===== src/rtl/sdma_xfer_engine.sv =====
module sdma_xfer_engine #(
  parameter int AW  = 32,
  parameter int CW  = 16,
  parameter int SZW = 12
) (
  input  logic          clk,
  input  logic          rst_n,
  input  logic          wr_en,
  input  logic [2:0]    wr_addr,
  input  logic [31:0]   wr_data,
  output logic [AW-1:0] sys_addr,
  output logic [1:0]    status,
  output logic          busy,
  input  logic          sd_rx_valid,
  input  logic [7:0]    sd_rx_data,
  output logic          sd_rx_ready,
  output logic          sd_tx_valid,
  output logic [7:0]    sd_tx_data,
  input  logic          sd_tx_ready,
  output logic          mem_req,
  output logic          mem_we,
  output logic [AW-1:0] mem_addr,
  output logic [7:0]    mem_wdata,
  input  logic [7:0]    mem_rdata,
  input  logic          mem_ack
);

  localparam logic [AW-1:0] ONE = {{(AW-1){1'b0}}, 1'b1};

  typedef enum logic [2:0] {S_IDLE, S_CARD, S_MEM, S_SEND, S_PAUSE} st_t;
  st_t state;

  logic [AW-1:0]  addr_q;
  logic [SZW-1:0] blk_size;
  logic [2:0]     bnd_code;
  logic [CW-1:0]  blk_cnt;
  logic           m_dma, m_cnt, m_rd, m_multi;
  logic [1:0]     dsel;
  logic [1:0]     st_en;
  logic [SZW-1:0] byte_cnt;
  logic [CW-1:0]  blk_left;
  logic [7:0]     data_q;
  logic           dir_rd;

  logic [AW-1:0] bmask, next_addr;
  logic [CW-1:0] start_blks;
  logic start_ok, adv, last_byte, last_blk, crosses;
  logic [1:0] st_set, st_clr;

  assign bmask      = (ONE << (5'd12 + {2'b00, bnd_code})) - ONE;
  assign next_addr  = addr_q + ONE;
  assign last_byte  = byte_cnt == blk_size - {{(SZW-1){1'b0}}, 1'b1};
  assign last_blk   = blk_left == {{(CW-1){1'b0}}, 1'b1};
  assign crosses    = (next_addr & bmask) == '0;
  assign start_blks = (m_cnt && m_multi) ? blk_cnt : {{(CW-1){1'b0}}, 1'b1};
  assign start_ok   = wr_en && wr_addr == 3'd4 && m_dma && dsel == 2'b00 && state == S_IDLE;
  assign adv        = (state == S_MEM && mem_ack && dir_rd) || (state == S_SEND && sd_tx_ready);

  assign sys_addr    = addr_q;
  assign busy        = state != S_IDLE;
  assign sd_rx_ready = state == S_CARD;
  assign mem_req     = state == S_MEM;
  assign mem_we      = dir_rd;
  assign mem_addr    = addr_q;
  assign mem_wdata   = data_q;
  assign sd_tx_valid = state == S_SEND;
  assign sd_tx_data  = data_q;

  always_comb begin
    st_set = 2'b00;
    if (start_ok && start_blks == '0) st_set[0] = 1'b1;
    if (adv) begin
      if (last_byte && last_blk) st_set[0] = 1'b1;
      else if (crosses)          st_set[1] = 1'b1;
    end
    st_clr = (wr_en && wr_addr == 3'd5) ? wr_data[1:0] : 2'b00;
  end

  always_ff @(posedge clk or negedge rst_n) begin
    if (!rst_n) begin
      blk_size <= '0;
      bnd_code <= '0;
      blk_cnt  <= '0;
      m_dma    <= 1'b0;
      m_cnt    <= 1'b0;
      m_rd     <= 1'b0;
      m_multi  <= 1'b0;
      dsel     <= 2'b00;
      st_en    <= 2'b11;
      status   <= 2'b00;
    end else begin
      if (wr_en) begin
        case (wr_addr)
          3'd1: begin
            blk_size <= wr_data[SZW-1:0];
            bnd_code <= wr_data[14:12];
          end
          3'd2: blk_cnt <= wr_data[CW-1:0];
          3'd3: begin
            m_dma   <= wr_data[0];
            m_cnt   <= wr_data[1];
            m_rd    <= wr_data[4];
            m_multi <= wr_data[5];
          end
          3'd6: st_en <= wr_data[1:0];
          3'd7: dsel  <= wr_data[4:3];
          default: ;
        endcase
      end
      status <= (status & ~st_clr) | (st_set & st_en);
    end
  end

  always_ff @(posedge clk or negedge rst_n) begin
    if (!rst_n) begin
      state    <= S_IDLE;
      addr_q   <= '0;
      byte_cnt <= '0;
      blk_left <= '0;
      data_q   <= '0;
      dir_rd   <= 1'b0;
    end else begin
      case (state)
        S_IDLE: begin
          if (wr_en && wr_addr == 3'd0) addr_q <= wr_data[AW-1:0];
          if (start_ok && start_blks != '0) begin
            blk_left <= start_blks;
            byte_cnt <= '0;
            dir_rd   <= m_rd;
            state    <= m_rd ? S_CARD : S_MEM;
          end
        end
        S_CARD: begin
          if (sd_rx_valid) begin
            data_q <= sd_rx_data;
            state  <= S_MEM;
          end
        end
        S_MEM: begin
          if (mem_ack && !dir_rd) begin
            data_q <= mem_rdata;
            state  <= S_SEND;
          end
        end
        S_PAUSE: begin
          if (wr_en && wr_addr == 3'd0) begin
            addr_q <= wr_data[AW-1:0];
            state  <= dir_rd ? S_CARD : S_MEM;
          end
        end
        default: ;
      endcase
      if (adv) begin
        addr_q <= next_addr;
        if (last_byte) begin
          byte_cnt <= '0;
          blk_left <= blk_left - {{(CW-1){1'b0}}, 1'b1};
        end else begin
          byte_cnt <= byte_cnt + {{(SZW-1){1'b0}}, 1'b1};
        end
        if (last_byte && last_blk) state <= S_IDLE;
        else if (crosses)          state <= S_PAUSE;
        else                       state <= dir_rd ? S_CARD : S_MEM;
      end
    end
  end

endmodule


===== config.mk =====
export PLATFORM = sky130hd
export DESIGN_NAME = sdma_xfer_engine
export DESIGN_NICKNAME = d
export VERILOG_FILES = /design/src/rtl/sdma_xfer_engine.sv
export SDC_FILE = /design/constraint.sdc
export NUM_CORES = 1
export LEC_CHECK = 0
export BUFFER_PORTS_ARGS = -buffer_cell sky130_fd_sc_hd__buf_4
export CORE_UTILIZATION = 35
export CTS_CLUSTER_DIAMETER = 100
export DETAILED_ROUTE_END_ITERATION = 7
export GPL_ROUTABILITY_DRIVEN = 1
export GPL_TIMING_DRIVEN = 0
export PLACE_DENSITY_LB_ADDON = 0.15
export SETUP_SLACK_MARGIN = 0.05
export SLEW_MARGIN = 20
export SYNTH_ARGS = -nofsm -noshare
export SYNTH_HDL_FRONTEND = slang
export SYNTH_SLANG_ARGS = --single-unit

===== constraint.sdc =====
create_clock -name clk -period 5.25 [get_ports clk]
set_clock_uncertainty 0.1 [all_clocks]
set_input_delay 0.525 -clock clk [delete_from_list [all_inputs] [get_ports clk]]
set_output_delay 0.525 -clock clk [all_outputs]
set_load 0.005 [all_outputs]

==> results of run 1 <==
-- area by class of cell --
type                       count  area [µm²]
multi-input combinational    586        3690
buffer                        89         513
clock buffer                  20         457
fill                        1990       10500
clock inverter                11         138
tap                          265         332
inverter                      16        60.1
timing repair buffer         143        1100
sequential                   113        2830
-- report_power, final --
part           switching [mW]  internal [mW]
Clock                   0.410          0.763
Combinational           0.823          0.908
Sequential              0.270           1.09
Total                    1.50           2.76
-- per-layer routing --
metal | up-vias | global-route usage | part of all wire | wire (µm)
met5 | - | 0 | 0 | 0
met4 | 0 | 0.0526 | 0.010 | 222
met3 | 19 | 0.0474 | 0.057 | 1220
met2 | 185 | 0.325 | 0.45 | 9570
met1 | 3134 | 0.308 | 0.49 | 10400
li1 | 3212 | - | - | -
-- worst max-delay path, stage by stage (launching register included) --
cell	delay (ns)
dfrtp_1	0.54
ha_1	0.30
nand4_1	0.25
nor4_1	0.67
a31oi_1	0.22
nor3_1	0.24
o2111a_1	0.21
o2111ai_1	0.30
a31o_2	0.34
-- cells by family after synthesis --
family,after synthesis
multiplexers,51
AND/OR/NAND/NOR,329
buffers and inverters,105
XOR/XNOR,24
AO/OA/AOI/OAI,177
adder cells (fa/ha/maj),5
flip-flops,113
-- Yosys cell counts (all sizes together), types with 6 or more instances --
| master | n |
|---|---|
| xor2 | 16 |
| clkbuf | 39 |
| nor2 | 73 |
| nand4 | 14 |
| a221o | 8 |
| a31oi | 10 |
| nor3b | 6 |
| xnor2 | 8 |
| nor2b | 7 |
| dfrtp | 111 |
| o311ai | 6 |
| a21oi | 43 |
| a211oi | 6 |
| inv | 16 |
| nand2b | 9 |
| nand2 | 83 |
| nand3 | 41 |
| o21ai | 39 |
| buf | 50 |
| a311oi | 6 |
| or2 | 9 |
| and3 | 13 |
| a22o | 6 |
| nor3 | 27 |
| or3 | 7 |
| mux2i | 11 |
| nor4 | 14 |
| mux2 | 40 |
| a21o | 15 |
-- through the flow --
step	power, mW	hold WS (ns)	util
final	4.27	0.232	0.464
after global routing	4.56	0.206	0.464
after CTS	4.30	0.208	0.464
after detailed placement	3.10	0.368	0.433
after global placement	3.09	0.363	0.432
after floorplan	2.41	0.129	-
-- worst max-delay path by stage --
stage	startpoint	end	slack (ns)
global route	mem_addr[0]$_DFFE_PN0P_	status[1]$_DFF_PN0_	1.60
floorplan	blk_size[0]$_DFFE_PN0P_	byte_cnt[5]$_DFFE_PN0P_	2.56
finish	mem_addr[0]$_DFFE_PN0P_	state[1]$_DFFE_PN0P_	1.96
CTS	mem_addr[0]$_DFFE_PN0P_	state[1]$_DFFE_PN0P_	1.94
global placement	mem_addr[0]$_DFFE_PN0P_	state[1]$_DFFE_PN0P_	1.94
detailed placement	mem_addr[0]$_DFFE_PN0P_	state[1]$_DFFE_PN0P_	1.95
-- sequential cells by signal, indices dropped and copies added, names as in the netlist --
name and count:
blk_cnt 16, blk_left 16, blk_size 12, bnd_code 3, byte_cnt 12, dsel 2
m_cnt 1, m_dma 1, m_multi 1, m_rd 1, mem_addr 32, mem_wdata 8
mem_we 1, st_en 2, state 3, status 2
==> impl_metrics.toml, run 1 <==
[flow_run]
cap_violations = 0

[yosys]
synthSimpleGateAreaFrac = 0.234
synthMuxAreaShare = 0.0791
avgSynthCellArea_um2 = 8.82
synth_cell_types = 69
ys_seq_elements = 113
synth-edff-count = 0
async_flop_share = 1.00
synth_top_area_cell = "dfrtp_1"
syn-num-nets = 866
synth.area.top_cells = "dfrtp_1, mux2_2, nand2_1"
synth_ff_type = "dfrtp_1"
synth-xor-area-share = 0.0296
netlist.area_leader.share = 0.392
syn-cell-area_mm2 = 0.00709
synth_compound_area_frac = 0.169
syn_inst = 804
yosys_warnings = 0
synth_top_family_by_area = "simple AND/OR/NAND/NOR gates"
synthAdderAreaFrac = 0.00882
yosysSeqAreaShare = 0.399

[layout]
n_antenna_cell = 0
fin_nets = 1028
stdcell_area_mm2 = 0.00912
final_cell_mix = "buf_4, dfrtp_1, nand2_1, nor2_1, a21oi_1"
areaGrowthSynthToFinish_pct = 28.6
stdcell_count = 1243
final_common_cell = "buf_4"
drive_gt1_frac = 0.288

[power]
power_leakage_nw = 4.04
powerDensity_mw_per_mm2 = 468
worst_ir_drop_vdd_mv = 0.178

[placement]
dpl_cell_area_mm2 = 0.00852
io_buffers = 141
dp_slack_ns = 1.95
hpwl_mm = 15.8
gp_congestion = 0.833
dpl.cell_count = 1211

[grt]
grt_pass1_wl_mm = 33.9
grt_pass1_vias = 6080
antenna_found_initial = 0
track_usage = 0.215
grt_max_degree = 69
overflow = 0

[clocking]
hold_buffers = 1
cts-root-buf = "clkbuf_16"
htree_levels = 4
cts_tree = "done"
cts_made_buffers = 17
clk_pin_slew_ns = 0.06
clock_sinks = 113
clock_latency_ns = 0.42
ctsResizeCount = 0
post_cts_buffers = 0
clk_path_buf_depth = 2

[status]
status = "complete, no violations"

[floorplan]
coreArea_mm2 = 0.0197
die_x_um = 144
initial_core_util = 0.361
num_rows = 51
ios = 144
die_y_um = 144
die-area_mm2 = 0.0208

[min_path]
min_to = "mem_addr[20]$_DFFE_PN0P_"
hp-class = "input pin to register"
hold_depth = 3
min_from = "wr_data[20]"

[detailed_routing]
drt_wl_total_mm = 21.4
ant_nets = 0
drtIter0Drc = 342
drc = 0
viasPerCell = 5.27
wl_per_cell_um = 17.2
drtPass1Iterations = 4
vias = 6550

[sta]
finalHoldViolCount = 0
maxSlewHeadroom = 0.471
slew_viol_final = 0
post-route-min-period_ns = 3.29
max_freq_ghz = 0.304
grt_setup_unrepaired = "no"
worst_slew_pin_slew_ns = 0.786
setup_slack_ns = 1.96
finalCritPeriodShare = 0.626
setup_viol = 0
tns_ns = 0

[setup_path]
path_max_fanout = 9
r2r_cells = 8
cp.arrival_ns = 3.48
critPathKind = "register to register"
worst_setup_path_start_kind = "register"
r2r_slack_ns = 1.96
cp-end-kind = "register"
r2r-end = "state[1]$_DFFE_PN0P_"
required_ns = 5.45
worstReg2RegStart = "mem_addr[0]$_DFFE_PN0P_"
Power figures use the tool's default switching activity.
==> inputs of run 2 (changes only) <==
==> constraint.sdc (replaced) <==
create_clock -name clk -period 3.1 [get_ports clk]
set_clock_uncertainty 0.1 [all_clocks]
set_input_delay 0.31 -clock clk [delete_from_list [all_inputs] [get_ports clk]]
set_output_delay 0.31 -clock clk [all_outputs]
set_load 0.005 [all_outputs]
==> impl_metrics.toml, run 2 (synthesis gave the netlist of run 1 again) <==
[min_path]
min_to = "mem_addr[20]$_DFFE_PN0P_"
hp-class = "input pin to register"
min_from = "wr_data[20]"
hold_depth = 3

[layout]
final_cell_mix = "buf_4, dfrtp_1, nand2_1, nor2_1, a21oi_1"
n_antenna_cell = 0
seq_area_mm2 = 0.00283
largest_register_ffs = 32
fill_cells = 1964
fin_nets = 1034
multiInputGateArea_mm2 = 0.00381
final_common_cell = "buf_4"
stdcell_count = 1249
fin_util = 0.473
drive_gt1_frac = 0.313
stdcell_area_mm2 = 0.00930
areaGrowthSynthToFinish_pct = 31.1

[setup_path]
critical-path-slowest-cell = "dfrtp_1"
cp.arrival_ns = 3.10
r2r-end = "state[1]$_DFFE_PN0P_"
required_ns = 3.29
critPathKind = "register to register"
worstReg2RegStart = "mem_addr[5]$_DFFE_PN0P_"
cp-end-kind = "register"
worst_setup_path_start_kind = "register"
critPathTopFamily = "simple AND/OR/NAND/NOR gates"
crit_chain = "buf_2 -> nand3_1 -> or2_2 -> nor3_2 -> a21oi_1 -> nor4_1 -> o2111ai_2 -> a31o_2"
path_max_fanout = 8
path_buf_inv = 1
r2r_slack_ns = 0.19
critPathMaxStageDelay_ns = 0.44
r2r_cells = 8

[detailed_routing]
highest_layer = "met4"
viasPerCell = 5.29
drt_wl_total_mm = 21.7
drc = 0
wl_met2_mm = 9.74
wl_per_cell_um = 17.3
vias = 6610
dr_wl_met3_mm = 1.27
met1_length_mm = 10.4
drtIter0Drc = 371
ant_nets = 0
drtPass1Iterations = 4

[floorplan]
die-area_mm2 = 0.0208
num_rows = 51
ios = 144
die_x_um = 144
die_y_um = 144
initial_core_util = 0.361
coreArea_mm2 = 0.0197

[clocking]
clk_pin_slew_ns = 0.06
htree_levels = 4
cts_tree = "done"
clock_latency_ns = 0.42
cts-root-buf = "clkbuf_16"
clk_path_buf_depth = 2
clock_sinks = 113
cts_made_buffers = 17

[sta]
setup_slack_ns = 0.194
slew_viol_final = 0
finalCritPeriodShare = 0.937
tns_ns = 0
max_freq_ghz = 0.344
worst_slew_pin_slew_ns = 0.710
finalHoldViolCount = 0
grt_setup_unrepaired = "no"
hold_slack_ns = 0.0159
post-route-min-period_ns = 2.91
setup_viol = 0
maxSlewHeadroom = 0.524

[placement]
dp_slack_ns = -0.198
gp_congestion = 0.833
dpl.cell_count = 1211
hpwl_mm = 15.8
io_buffers = 141
dpl_cell_area_mm2 = 0.00852

[grt]
grt_pass1_wl_mm = 34.0
antenna_found_initial = 0
grt_max_degree = 69
track_usage = 0.215
grt_pass1_vias = 6081
overflow = 0

[status]
status = "complete, no violations"

[power]
power_leakage_nw = 4.12
worst_ir_drop_vdd_mv = 0.300
powerDensity_mw_per_mm2 = 782
total_power_mw = 7.27

[flow_run]
cap_violations = 0
-- run 2: worst max path at each step --
stage	depth (start not counted)	from	end	slack (ns)
floorplan	10	blk_size[0]$_DFFE_PN0P_	byte_cnt[5]$_DFFE_PN0P_	0.41
global placement	8	mem_addr[0]$_DFFE_PN0P_	state[1]$_DFFE_PN0P_	-0.21
detailed placement	8	mem_addr[0]$_DFFE_PN0P_	state[1]$_DFFE_PN0P_	-0.20
CTS	8	mem_addr[0]$_DFFE_PN0P_	state[1]$_DFFE_PN0P_	0.06
global route	8	mem_addr[5]$_DFFE_PN0P_	status[1]$_DFF_PN0_	0.05
finish	8	mem_addr[5]$_DFFE_PN0P_	state[1]$_DFFE_PN0P_	0.19
-- run 2: repair_timing --
action	in CTS	in global routing
endpoints found under the setup margin	17	41
gates resized for setup	5	27
hold endpoints to repair	46	0
hold buffers	2	0
pin swaps	0	4
setup buffers	0	5
-- run 2: worst register-to-register path: stages, from the launching register on --
cell and delay, ns:
dfrtp_1 0.44, buf_2 0.23, nand3_1 0.26, or2_2 0.42, nor3_2 0.29, a21oi_1 0.11
nor4_1 0.33, o2111ai_2 0.30, a31o_2 0.31
-- run 2: layout make-up --
type / count / share of cell area
plain buffers: 89 / 0.0565
clock buffers: 20 / 0.0491
clock inverters: 11 / 0.0148
inverters: 16 / 0.00646
multi-input cells: 586 / 0.410
flip-flops and latches: 113 / 0.304
well taps: 265 / 0.0357
repair buffers: 149 / 0.123
-- run 2: power by group --
group          switching (mW)  leakage, nW  internal, mW  total [mW]
sequential              0.460         1.42          1.85        2.31
combinational            1.42         2.41          1.56        2.97
clock                   0.696        0.287          1.29        1.99
-- run 2: per-layer routing --
metal | vias to the layer above | GRT usage
li1 | 3213 | -
met4 | 0 | 0.0526
met2 | 190 | 0.326
met1 | 3191 | 0.309
met3 | 16 | 0.0474
met5 | - | 0
